### src/rtl/spi_frm_pkg.sv
package spi_frm_pkg;
    localparam int FRAME_BITS = 16;
    localparam int CNT_W      = 5;
    localparam int ADDR_W     = 7;
    localparam int DATA_W     = 8;
    localparam int PAY_W      = 14;

    typedef enum logic [1:0] {
        ST_IDLE = 2'd0,
        ST_XFER = 2'd1,
        ST_DONE = 2'd2
    } frm_state_t;
endpackage

### src/rtl/spi_frm_sync.sv
module spi_frm_sync #(
    parameter int           W       = 3,
    parameter logic [W-1:0] RST_VAL = '0
) (
    input  logic         clk,
    input  logic         rst_n,
    input  logic [W-1:0] d_in,
    output logic [W-1:0] q_out
);
    for (genvar g = 0; g < W; g++) begin : g_bit
        logic meta_q, stab_q;
        always_ff @(posedge clk or negedge rst_n) begin
            if (!rst_n) begin
                meta_q <= RST_VAL[g];
                stab_q <= RST_VAL[g];
            end else begin
                meta_q <= d_in[g];
                stab_q <= meta_q;
            end
        end
        assign q_out[g] = stab_q;
    end
endmodule

### src/rtl/spi_frm_shift.sv
module spi_frm_shift
    import spi_frm_pkg::*;
(
    input  logic                  clk,
    input  logic                  rst_n,
    input  logic                  load,
    input  logic [FRAME_BITS-1:0] load_word,
    input  logic                  active,
    input  logic                  sck_rise,
    input  logic                  sck_fall,
    input  logic                  mosi_in,
    output logic [FRAME_BITS-1:0] rx_word,
    output logic [CNT_W-1:0]      bit_cnt,
    output logic                  miso
);
    logic [FRAME_BITS-1:0] tx_sr;
    localparam logic [CNT_W-1:0] CNT_MAX = '1;

    always_ff @(posedge clk or negedge rst_n) begin
        if (!rst_n) begin
            tx_sr   <= '0;
            rx_word <= '0;
            bit_cnt <= '0;
            miso    <= 1'b0;
        end else if (load) begin
            tx_sr   <= load_word;
            bit_cnt <= '0;
        end else if (active) begin
            if (sck_fall) begin
                rx_word <= {rx_word[FRAME_BITS-2:0], mosi_in};
                if (bit_cnt != CNT_MAX)
                    bit_cnt <= bit_cnt + 1'b1;
            end
            if (sck_rise) begin
                miso  <= tx_sr[FRAME_BITS-1];
                tx_sr <= {tx_sr[FRAME_BITS-2:0], 1'b0};
            end
        end
    end
endmodule

### src/rtl/spi_frm_regs.sv
module spi_frm_regs
    import spi_frm_pkg::*;
#(
    parameter int NUM_REGS = 32
) (
    input  logic                     clk,
    input  logic                     rst_n,
    input  logic                     wr_en,
    input  logic [ADDR_W-1:0]        wr_addr,
    input  logic [DATA_W-1:0]        wr_data,
    input  logic [ADDR_W-1:0]        rd_addr,
    output logic [DATA_W-1:0]        rd_data,
    output logic [NUM_REGS*DATA_W-1:0] reg_q
);
    localparam int IDX_W = (NUM_REGS > 1) ? $clog2(NUM_REGS) : 1;
    localparam logic [ADDR_W:0] NUM_L = NUM_REGS[ADDR_W:0];

    logic [DATA_W-1:0] mem [NUM_REGS];

    for (genvar g = 0; g < NUM_REGS; g++) begin : g_reg
        localparam logic [ADDR_W-1:0] GA = ADDR_W'(g);
        always_ff @(posedge clk or negedge rst_n) begin
            if (!rst_n)
                mem[g] <= '0;
            else if (wr_en && wr_addr == GA)
                mem[g] <= wr_data;
        end
        assign reg_q[g*DATA_W +: DATA_W] = mem[g];
    end

    always_comb begin
        rd_data = '0;
        if ({1'b0, rd_addr} < NUM_L)
            rd_data = mem[rd_addr[IDX_W-1:0]];
    end
endmodule

### src/rtl/spi_frm_regif.sv
module spi_frm_regif
    import spi_frm_pkg::*;
#(
    parameter int NUM_REGS = 32
) (
    input  logic                         clk,
    input  logic                         rst_n,
    input  logic                         spi_sck,
    input  logic                         spi_cs_n,
    input  logic                         spi_mosi,
    output logic                         spi_miso,
    input  logic [PAY_W-1:0]             sts_in,
    output logic [NUM_REGS*DATA_W-1:0]   reg_q
);
    localparam logic [ADDR_W:0]  NUM_L   = NUM_REGS[ADDR_W:0];
    localparam logic [CNT_W-1:0] FULL_CT = CNT_W'(FRAME_BITS);

    logic [2:0] sync_q;
    logic       s_cs, s_sck, s_mosi, d_cs, d_sck;
    logic       sck_rise, sck_fall, cs_fall, cs_rise;

    spi_frm_sync #(.W(3), .RST_VAL(3'b100)) u_sync (
        .clk(clk), .rst_n(rst_n),
        .d_in({spi_cs_n, spi_sck, spi_mosi}), .q_out(sync_q)
    );
    assign {s_cs, s_sck, s_mosi} = sync_q;

    always_ff @(posedge clk or negedge rst_n) begin
        if (!rst_n) begin
            d_cs  <= 1'b1;
            d_sck <= 1'b0;
        end else begin
            d_cs  <= s_cs;
            d_sck <= s_sck;
        end
    end
    assign sck_rise = s_sck & ~d_sck;
    assign sck_fall = ~s_sck & d_sck;
    assign cs_fall  = ~s_cs & d_cs;
    assign cs_rise  = s_cs & ~d_cs;

    frm_state_t state, nxt_state;
    logic [FRAME_BITS-1:0] rx_word, resp_q;
    logic [CNT_W-1:0]      bit_cnt;
    logic                  load, active, commit, wr_en;
    logic [ADDR_W-1:0]     frm_addr;
    logic [DATA_W-1:0]     frm_data, rd_data;
    logic                  frm_wr;

    assign frm_wr   = rx_word[FRAME_BITS-1];
    assign frm_addr = rx_word[FRAME_BITS-2 -: ADDR_W];
    assign frm_data = rx_word[DATA_W-1:0];

    // State register
    always_ff @(posedge clk or negedge rst_n) begin
        if (!rst_n) state <= ST_IDLE;
        else        state <= nxt_state;
    end

    always_comb begin
        nxt_state = state;
        unique case (state)
            ST_IDLE: if (cs_fall) nxt_state = ST_XFER;
            ST_XFER: if (cs_rise) nxt_state = ST_DONE;
            ST_DONE: nxt_state = ST_IDLE;
            default: nxt_state = ST_IDLE;
        endcase
    end

    // Outputs of the frame controller
    always_comb begin
        load   = 1'b0;
        active = 1'b0;
        commit = 1'b0;
        unique case (state)
            ST_IDLE: load   = cs_fall;
            ST_XFER: active = 1'b1;
            ST_DONE: commit = (bit_cnt == FULL_CT);
            default: ;
        endcase
        wr_en = commit && frm_wr && ({1'b0, frm_addr} < NUM_L);
    end

    always_ff @(posedge clk or negedge rst_n) begin
        if (!rst_n)
            resp_q <= '0;
        else if (commit) begin
            if (frm_wr)
                resp_q <= '0;
            else if (frm_data[DATA_W-1])
                resp_q <= {{(FRAME_BITS-DATA_W){1'b0}}, rd_data};
            else
                resp_q <= {{(FRAME_BITS-PAY_W){1'b0}}, sts_in};
        end
    end

    spi_frm_shift u_shift (
        .clk(clk), .rst_n(rst_n), .load(load), .load_word(resp_q),
        .active(active), .sck_rise(sck_rise), .sck_fall(sck_fall),
        .mosi_in(s_mosi), .rx_word(rx_word), .bit_cnt(bit_cnt),
        .miso(spi_miso)
    );

    spi_frm_regs #(.NUM_REGS(NUM_REGS)) u_regs (
        .clk(clk), .rst_n(rst_n), .wr_en(wr_en), .wr_addr(frm_addr),
        .wr_data(frm_data), .rd_addr(frm_addr), .rd_data(rd_data),
        .reg_q(reg_q)
    );
endmodule

### config.mk
export PLATFORM = sky130hd
export DESIGN_NAME = spi_frm_regif
export DESIGN_NICKNAME = d
export VERILOG_FILES = /design/src/rtl/spi_frm_pkg.sv /design/src/rtl/spi_frm_sync.sv /design/src/rtl/spi_frm_shift.sv /design/src/rtl/spi_frm_regs.sv /design/src/rtl/spi_frm_regif.sv
export SDC_FILE = /design/constraint.sdc
export NUM_CORES = 1
export LEC_CHECK = 0
export ABC_AREA = 1
export BUFFER_PORTS_ARGS = -buffer_cell sky130_fd_sc_hd__buf_2
export CAP_MARGIN = 10
export CORE_ASPECT_RATIO = 0.75
export CORE_MARGIN = 1
export CORE_UTILIZATION = 26
export DETAILED_ROUTE_END_ITERATION = 10
export GPL_TIMING_DRIVEN = 1
export PLACE_DENSITY = 0.42
export SKIP_LAST_GASP = 1
export SLEW_MARGIN = 30
export SYNTH_ARGS = -nofsm -noshare
export SYNTH_HDL_FRONTEND = slang
export SYNTH_SLANG_ARGS = --single-unit
### constraint.sdc
create_clock -name clk -period 3.56 [get_ports clk]
set_clock_uncertainty 0.15 [all_clocks]
set_input_delay 0.356 -clock clk [delete_from_list [all_inputs] [get_ports clk]]
set_output_delay 0.356 -clock clk [all_outputs]
set_load 0.1 [all_outputs]
==> results.json <==
{
  "status": "finished clean",
  "grt.total_usage_pct": 21.2,
  "cts.htree.levels": 2,
  "power_w": 0.00956,
  "synth_seq_area_share_pct": 54.4,
  "r2r_end": "u_regs.reg_q[12]",
  "synth.area.top_cells": "dfrtp_1 54%, nand2_1 24%, o21ai_0 10%",
  "worstPathMaxFanout": 16,
  "critical-path-top-delay-family": "simple AND/OR/NAND/NOR gates",
  "start_kind": "register",
  "synthMuxAreaShare_pct": 0.0769,
  "yosysMostFrequentCell": "nand2_1",
  "yosys.area_share.simple_pct": 29.3,
  "core_sq_mm": 0.0550,
  "cts_sinks": 318,
  "synth.top_cell.area_share_pct": 53.8,
  "portBuffers": 275,
  "drc": 0,
  "grt_pass1_vias": 13000,
  "netlist_area_sq_mm": 0.0146,
  "p_leak_nw": 9.65,
  "rsz0062_at_grt": "no",
  "ys_types": 28,
  "tightest_slew_ns": 1.01,
  "clk_latency_ns": 0.56,
  "layout.nets": 2149,
  "critical-path-slowest-cell": "nor2_1",
  "synth_compound_area_share_pct": 11.3,
  "timing.rr.start": "u_shift.rx_word[14]",
  "syn-num-nets": 1912,
  "worstRegToRegCells": 6,
  "cts_resized": 0,
  "via_count": 13700,
  "critPathKind": "register to register",
  "path_depth": 6,
  "clockBufferDepth": 3,
  "ys_ff_latch": 318,
  "synth_top_cell_by_area": "dfrtp_1",
  "crit_start": "u_shift.rx_word[14]",
  "dp_hpwl_mm": 42.3,
  "ys.flop_type": "dfrtp_1",
  "place.gp.congestion": 0.871,
  "cts-root-buf": "clkbuf_16",
  "die_y_um": 208,
  "max_clock_freq_mhz": 364,
  "synth_top_family_by_area": "simple AND/OR/NAND/NOR gates",
  "grt_pass1_wl_mm": 90.5,
  "ir_drop_v": 0.000268,
  "cts_setup_buffers": 0,
  "slowest_delay_ns": 0.62,
  "cp.buffers_inverters": 2,
  "dieWidth_um": 276,
  "fin_util_pct": 33.1,
  "crit_chain": "nor2_1 -> inv_1 -> nor2_1 -> buf_4 -> nand3_1 -> o21ai_0",
  "yosysWarnings": 0,
  "synth_commonest_cells": "941 x nand2_1, 315 x dfrtp_1, 293 x o21ai_0, 82 x clkbuf_1, 59 x nand3_1",
  "cts_tree": "built",
  "required_ns": 3.86,
  "wirelength_mm": 61.4,
  "finalCritPeriodShare_pct": 77.1,
  "cp.arrival_ns": 3.05,
  "vias_per_cell": 4.77,
  "area_delta_synth_final_pct": 24.3,
  "worstSetupEndpoint": "u_regs.reg_q[12]",
  "layout-drive-gt1-share_pct": 18.6,
  "ant_nets": 0,
  "slew_viol_final": 0,
  "syn-mean-instance-area_sq_um": 7.75,
  "fin_cells": 2877,
  "setup_violations": 0,
  "fin_tns_setup_ns": 0,
  "grt_antenna_before_repair": 0,
  "hp-class": "input port to register",
  "syn_inst": 1890,
  "finalHoldViolCount": 0,
  "synth_xor_xnor_area_share_pct": 0,
  "wire_per_inst_um": 21.3,
  "slew_headroom_pct": 32.8,
  "end_kind": "register",
  "cts_made_buffers": 39,
  "powerDensity_mw_per_mm2": 526,
  "synthArstFlopShare_pct": 100,
  "dr.pass1.iters": 6,
  "cp_common_cell": "nor2_1",
  "synth-adder-area-share_pct": 0.256,
  "pin_count": 276,
  "die_area_sq_mm": 0.0573,
  "grt_max_degree": 91,
  "min_path_cells": 5,
  "cap_violations": 0,
  "dp.cells": 2797,
  "synth_edf_count": 0,
  "clk_pin_slew_ns": 0.06,
  "cts_hold_buf": 11,
  "rrSetupSlack_ns": 0.81,
  "row_count": 74,
  "initial_utilization_pct": 26.6,
  "globalRouteOverflowTotal": 0,
  "drt_iter0_markers": 1243,
  "period_minus_slack_ns": 2.75
}
[registers in the layout, indices dropped and copies added, names as in the netlist]
register and count:
u_sync.g_bit.stab_q 3, u_sync.g_bit.meta_q 3, d_sck 1, u_shift.bit_cnt 5, u_regs.reg_q 256, u_shift.rx_word 16, state 2, resp_q 14
d_cs 1, u_shift.miso 1, u_shift.tx_sr 16
[stage by stage]
stage / setup WS [ns] / hold WS, ns / cell area [sq um]
finish: 0.815 / 0.0312 / 18200
global route: 0.534 / 0.0521 / 18200
CTS: 0.873 / 0.00707 / 18200
detailed placement: 0.873 / 0.198 / 16600
global placement: 0.911 / 0.199 / 16600
floorplan: 1.44 / -0.0896 / 14600
[worst reg2reg max path: stages (launching register included)]
cell,delay (ns)
dfrtp_1,0.39
nor2_1,0.10
inv_1,0.13
nor2_1,0.62
buf_4,0.34
nand3_1,0.52
o21ai_0,0.39
[kinds of logic after synthesis]
family	after synthesis
AO/OA/AOI/OAI	329
adder cells (fa/ha/maj)	3
buffers and inverters	153
flip-flops	318
multiplexers	1
AND/OR/NAND/NOR	1086
[report_power, final]
part,switching (W),total [W],internal (W)
Clock,0.00168,0.00451,0.00283
Combinational,0.00101,0.00118,0.000169
Sequential,0.000109,0.00387,0.00376
[routing by layer]
metal	share of wire, %	vias to the layer above	GRT usage, %	wire length (um)
li1	-	6489	-	-
met1	50	6668	32.7	30500
met2	41	511	29.4	25300
met3	7.6	61	5.10	4670
met4	1.6	0	4.82	962
met5	0	-	0	0
[cells in the final DEF, fill, tap and decap left out, types with 2 or more instances in the layout]
cell type,n
clkbuf_8,8
a21oi_1,23
ha_1,3
inv_1,26
dlygate4sd3_1,11
o21ai_0,293
nor2_2,4
dfrtp_1,313
bufinv_16,8
nor2_1,57
o21ai_1,10
nand2_4,10
dfstp_2,3
buf_2,274
diode_2,2
nand3_1,59
clkinv_2,7
buf_4,27
nand2_1,941
nor3_1,10
o22ai_1,3
inv_2,5
buf_12,4
clkinvlp_4,2
clkbuf_16,41
[cell type report]
class | count | area [sq um]
timing repair buffer | 317 | 1780
clock buffer | 50 | 1140
multi-input combinational | 1419 | 5980
fill | 5995 | 36800
sequential | 318 | 7970
antenna | 2 | 5.00
inverter | 32 | 121
clock inverter | 17 | 294
tap | 722 | 903
[worst min path at each step]
| stage | start | endpoint | slack (ns) |
|---|---|---|---|
| final | sts_in[1] | resp_q[1] | 0.03 |
| after global routing | sts_in[1] | resp_q[1] | 0.05 |
| after CTS | sts_in[0] | resp_q[0] | 0.007 |
| after detailed placement | u_sync.g_bit[2].meta_q | u_sync.g_bit[2].stab_q | 0.20 |
| after global placement | u_sync.g_bit[2].meta_q | u_sync.g_bit[2].stab_q | 0.20 |
| after floorplan | rst_n | d_sck | -0.09 |
Power figures use the tool's default switching activity.
